## src/rtl/dec_cascade_pkg.sv

```systemverilog
package dec_cascade_pkg;
  function automatic int unsigned fanout(input int unsigned w);
    return 1 << w;
  endfunction
endpackage

```

## src/rtl/dec_leaf.sv

```systemverilog
// Enabled leaf decoder: one active-high gate, two active-low gates, active-low outputs.
module dec_leaf #(
  parameter int unsigned W     = 3,
  parameter int unsigned N_OUT = 8
) (
  input  logic [W-1:0]     a_i,
  input  logic             g_hi_i,
  input  logic             g_lo_a_ni,
  input  logic             g_lo_b_ni,
  output logic [N_OUT-1:0] y_no
);
  logic gate_on;
  assign gate_on = g_hi_i & ~g_lo_a_ni & ~g_lo_b_ni;

  for (genvar j = 0; j < N_OUT; j++) begin : g_line
    assign y_no[j] = ~(gate_on & (a_i == W'(j)));
  end
endmodule

```

## src/rtl/dec_polarity.sv

```systemverilog
module dec_polarity #(
  parameter int unsigned N       = 32,
  parameter bit          ACT_LOW = 1'b0
) (
  input  logic [N-1:0] sel_ni,
  output logic [N-1:0] sel_o
);
  if (ACT_LOW) begin : g_low
    assign sel_o = sel_ni;
  end else begin : g_high
    assign sel_o = ~sel_ni;
  end
endmodule

```

## src/rtl/dec5to32_cascade.sv

```systemverilog
module dec5to32_cascade
  import dec_cascade_pkg::*;
#(
  parameter int unsigned SEL_W   = 2,
  parameter int unsigned LEAF_W  = 3,
  parameter bit          ACT_LOW = 1'b0,
  localparam int unsigned ADDR_W = SEL_W + LEAF_W,
  localparam int unsigned NSTG   = fanout(SEL_W),
  localparam int unsigned NLEAF  = fanout(LEAF_W),
  localparam int unsigned NOUT   = NSTG * NLEAF
) (
  input  logic [ADDR_W-1:0] addr_i,
  input  logic              en_i,
  output logic [NOUT-1:0]   dec_o
);
  logic [NSTG-1:0]   stage_en_n;
  logic [NOUT-1:0]   raw_n;
  logic [LEAF_W-1:0] sel_addr;

  // selector leaf sees upper bits zero-extended to leaf width
  assign sel_addr = LEAF_W'(addr_i[ADDR_W-1:LEAF_W]);

  dec_leaf #(.W(LEAF_W), .N_OUT(NSTG)) i_sel (
    .a_i       (sel_addr),
    .g_hi_i    (en_i),
    .g_lo_a_ni (1'b0),
    .g_lo_b_ni (1'b0),
    .y_no      (stage_en_n)
  );

  for (genvar k = 0; k < NSTG; k++) begin : g_stage
    dec_leaf #(.W(LEAF_W), .N_OUT(NLEAF)) i_out (
      .a_i       (addr_i[LEAF_W-1:0]),
      .g_hi_i    (1'b1),
      .g_lo_a_ni (stage_en_n[k]),
      .g_lo_b_ni (1'b0),
      .y_no      (raw_n[k*NLEAF +: NLEAF])
    );
  end

  dec_polarity #(.N(NOUT), .ACT_LOW(ACT_LOW)) i_pol (
    .sel_ni (raw_n),
    .sel_o  (dec_o)
  );
endmodule

```

## config.mk

```make
export PLATFORM = sky130hd
export DESIGN_NAME = dec5to32_cascade
export DESIGN_NICKNAME = d
export VERILOG_FILES = /design/src/rtl/dec_cascade_pkg.sv /design/src/rtl/dec_leaf.sv /design/src/rtl/dec_polarity.sv /design/src/rtl/dec5to32_cascade.sv
export SDC_FILE = /design/constraint.sdc
export NUM_CORES = 1
export LEC_CHECK = 0
export BUFFER_PORTS_ARGS = -buffer_cell sky130_fd_sc_hd__buf_2
export CAP_MARGIN = 20
export CELL_PAD_IN_SITES_DETAIL_PLACEMENT = 2
export CELL_PAD_IN_SITES_GLOBAL_PLACEMENT = 2
export CORE_MARGIN = 2
export CORE_UTILIZATION = 10
export DETAILED_ROUTE_END_ITERATION = 7
export GPL_TIMING_DRIVEN = 0
export PLACE_DENSITY_LB_ADDON = 0.1
export SLEW_MARGIN = 20
export SYNTH_ARGS = -nofsm -noshare
export SYNTH_HDL_FRONTEND = slang
export SYNTH_SLANG_ARGS = --single-unit
```

## constraint.sdc

```tcl
create_clock -name vclk -period 1.1
set_input_delay 0.165 -clock vclk [all_inputs]
set_output_delay 0.165 -clock vclk [all_outputs]
set_load 0.02 [all_outputs]
```

==> flow_summary.ini, run 1 <==
[status]
status = complete, but fails checks
violations = negative setup slack

[setup_path]
crit_arrival_ns = 1.10
crit_type = input pin to output port
start_kind = input pin
cp.required_ns = 0.94
slowest_stage = or4b_4
max_stage_delay_ns = 0.60
crit_path_end_kind = output port
worstPathMaxFanout = 4
crit_chain = buf_8 > or4b_4 > nor2_4 > buf_6

[sta]
tightest_slew_ns = 0.228
period_needed_ns = 1.26
max_clock_freq_ghz = 0.793
period_share_pct = 115
slew_headroom_pct = 84.7
rsz0062_at_grt = yes
drv_slew = 0
hold_violations = 0
finalSetupViolCount = 10
tns_ns = -0.764
worst_slack_ns = -0.161

[global_route]
grt_pass1_vias = 434
track_usage_pct = 9.86
globalRouteOverflowTotal = 0
antenna_found_initial = 0
grt_pass1_wl_mm = 2.10
grt_max_degree = 9

[logic_synthesis]
synth_common_cells = nor2_1, clkbuf_1, nand4b_1, nand4bb_1, nand2b_1
synth_top_area_cell = nor2_1
synth_top_area_share_pct = 51.3
syn_area_per_cell_um2 = 4.98
yosysUniqueCellTypes = 9
synthCells = 47
synth-warning-count = 0
yosysSeqAreaShare_pct = 0
synth_fp_nets = 53
syn-cell-area_um2 = 234
synth.area.top_cells = nor2_1, nand4bb_1, nand4b_1
synth.most_common_cell = nor2_1

[die]
dieWidth_um = 52.4
die_y_um = 52.4
rows = 17
dieArea_mm2 = 0.00274
ioPinCount = 38
core-area_mm2 = 0.00221
initial_core_util_pct = 10.6

[power]
p_leak_uw = 0.000297
ir_drop_uv = 92.1
finalPower_uw = 140
p_per_area_mw_per_mm2 = 227

[route]
dr.pass1.iters = 1
wire_per_inst_um = 12.8
ant_nets = 0
viasPerCell = 4.18
remaining_drc_errors = 0
num_vias = 464
drt_iter0_markers = 0
finalWirelength_mm = 1.42

[final_layout]
layout.nets = 91
nClkBuffers = 0
layout.area.seq_um2 = 0
fillCellCount = 283
syn_to_final_growth_pct = 163
diodes = 0
drive_gt1_share_pct = 61.4
final_cell_area_um2 = 616
n_sequential_cell = 0

[placed_design]
place_area_um2 = 469
dp_hpwl_mm = 1.08
port_buffers = 38
gp_congestion = 0.615

[min_path]
hp-class = input pin to output port

[job]
max_cap_viol_count = 0

[cts]
hold_buffers = 0
worst paths after layout:
check / start / to / slack (ns) / depth (start not counted)
setup / recovery: addr_i[3] / dec_o[2] / -0.16 / 4
hold / removal: addr_i[2] / dec_o[4] / 0.73 / 4
critical path: cells and delay by family:
kind	cells	cell delay, ns
buffers and inverters	2	0.22
AND/OR/NAND/NOR	2	0.71
power breakdown:
part           internal, uW  switching [uW]  total, uW
Combinational          58.8            81.0        140
Sequential                0               0          0
Clock                     0               0          0
cell type report:
type / instances / area (um^2) / share of cell area (%)
Tap cell: 28 / 35.0 / 5.69
Timing Repair Buffer: 39 / 287 / 46.5
Multi-Input combinational cell: 44 / 294 / 47.8
logic make-up (layout without fill, tap and decap cells):
| group | after synthesis | after routing | synth area share (%) |
|---|---|---|---|
| simple gates | 44 | 44 | 95.2 |
| buf+inv | 3 | 39 | 4.81 |
placed cells by master, fill, tap and decap left out:
cell,n
buf_2,16
buf_4,16
buf_6,5
buf_8,2
nand2_2,1
nand2b_4,2
nand4_1,1
nand4b_1,3
nand4bb_1,2
nand4bb_4,1
nor2_1,26
nor2_2,2
nor2_4,4
or2_4,1
or4b_4,1
routing by layer:
layer	up-vias	GRT usage, %	part of all wire (%)
li1	227	-	-
met1	221	13.3	43
met2	16	18.5	52
met3	0	0	4.4
met4	0	0	0
met5	-	0	0
per-stage QoR:
step / worst slack, ns / cells / hold WS [ns] / utilization, %
4_1_cts: -0.167 / 111 / 0.744 / 25.0
6_report: -0.161 / 111 / 0.733 / 27.8
3_3_place_gp: -0.248 / 113 / 0.822 / 21.2
5_1_grt: -0.191 / 111 / 0.756 / 27.8
3_5_place_dp: -0.254 / 113 / 0.823 / 21.2
2_1_floorplan: -0.0344 / 47 / 0.524 / -
repair_timing:
action / 4_1_cts / 5_1_grt
endpoints found under the setup margin: 25 / 28
resized for setup: 27 / 17
hold endpoints to repair: 0 / 0
pin swaps: 3 / 5
buffers inserted: 1 / 0
Note: power is estimated with default switching activity, not from simulation.
==> run 2: changes to the inputs <==
==> constraint.sdc (replaced) <==
create_clock -name vclk -period 1.1
set_input_delay 0.11 -clock vclk [all_inputs]
set_output_delay 0.11 -clock vclk [all_outputs]
set_load 0.05 [all_outputs]
==> run 2 against run 1 <==
Net effect: the run still ends with negative setup slack left; fmax rose by 2.7%; via count rose by 3.2%; non-clock buffer count rose by 3.
==> flow_summary.ini, run 2 (synthesis gave the netlist of run 1 again) <==
[sta]
finalSetupViolCount = 4
drv_slew = 0
tightest_slew_ns = 0.296
period_share_pct = 112
rsz0062_at_grt = yes
period_needed_ns = 1.23
max_clock_freq_ghz = 0.814
tns_ns = -0.451
hold_violations = 0
worst_slack_ns = -0.128
slew_headroom_pct = 80.2

[placed_design]
gp_congestion = 0.580
dp_hpwl_mm = 1.16
placed_cells = 113
port_buffers = 38
place_ws_ns = -0.292
place_area_um2 = 527

[final_layout]
final_cells = 114
nClkBuffers = 0
multi_input_area_um2 = 340
final_cell_area_um2 = 772
final_cell_mix = nor2_2, buf_6, buf_4, clkbuf_4
final_common_cell = nor2_2
syn_to_final_growth_pct = 230
fillCellCount = 257
diodes = 0
layout.area.seq_um2 = 0
n_sequential_cell = 0
layout.nets = 94
drive_gt1_share_pct = 89.5

[die]
core-area_mm2 = 0.00221
ioPinCount = 38
dieArea_mm2 = 0.00274
initial_core_util_pct = 10.6
rows = 17
dieWidth_um = 52.4
die_y_um = 52.4

[route]
ant_nets = 0
finalWirelength_mm = 1.50
num_vias = 479
dr.pass1.iters = 4
wire_per_inst_um = 13.1
drt_iter0_markers = 2
viasPerCell = 4.20
remaining_drc_errors = 0

[power]
ir_drop_uv = 111
power_frac_comb_pct = 100.0
switching_share_pct = 62.7
p_int_uw = 71.9
p_sw_uw = 121
p_leak_uw = 0.000303
clkPwrFrac_pct = 0
p_per_area_mw_per_mm2 = 249
seq_power_share_pct = 0

[min_path]
holdPathStages = 4
holdCritStartpoint = addr_i[3]
hp-class = input pin to output port
holdPathEnd = dec_o[0]

[setup_path]
start_kind = input pin
slowest_stage = or4b_4
cp.depth = 4
crit_chain = buf_12 > or4b_4 > nor2_4 > buf_8
cp.required_ns = 0.99
startpoint = addr_i[2]
worstPathMaxFanout = 5
crit_type = input pin to output port
crit_buf_inv = 2
crit_arrival_ns = 1.12
crit_path_end_kind = output port
max_stage_delay_ns = 0.61
cp_top_family = simple AND/OR/NAND/NOR gates

[global_route]
grt_pass1_wl_mm = 2.40
grt_pass1_vias = 480
grt_max_degree = 9
antenna_found_initial = 0
globalRouteOverflowTotal = 0
track_usage_pct = 11.1

[job]
max_cap_viol_count = 0

[status]
status = complete, but fails checks
violations = negative setup slack
[run 2: cell type report]
type / count / area share, %
repair buffers: 42 / 51.4
multi-input cells: 44 / 44.1
well taps: 28 / 4.54
[run 2: worst max-delay path by stage]
stage | endpoint | slack, ns
finish | dec_o[3] | -0.13
global route | dec_o[3] | -0.16
CTS | dec_o[1] | -0.14
detailed placement | dec_o[24] | -0.29
global placement | dec_o[4] | -0.28
floorplan | dec_o[2] | -0.15
[run 2: what timing repair did]
item                                    4_1_cts  5_1_grt
setup buffers                                 3        1
hold buffers                                  0        0
pin swaps                                     5        5
endpoints found under the setup margin       29       24
gates resized for setup                      51       20
[run 2: per-stage QoR]
step / util [%] / total power (uW) / hold slack (ns)
after global routing: 34.9 / 205 / 0.681
final: 34.9 / 193 / 0.666
after floorplan: - / 96.3 / 0.463
after global placement: 23.8 / 144 / 0.761
after detailed placement: 23.8 / 147 / 0.768
after CTS: 31.6 / 180 / 0.668
[run 2: routing by layer]
layer,track usage (%),vias to the layer above,share of wire [%]
met5,0,-,0
met4,0,0,0
met3,0.286,0,7.7
met2,20.6,24,48
met1,15.0,219,44
li1,-,236,-
[run 2: power groups by stage]
stage	sequential [uW]	combinational, uW	clock (uW)
floorplan	0	96.3	0
global placement	0	144	0
detailed placement	0	147	0
CTS	0	180	0
global route	0	205	0
finish	0	193	0
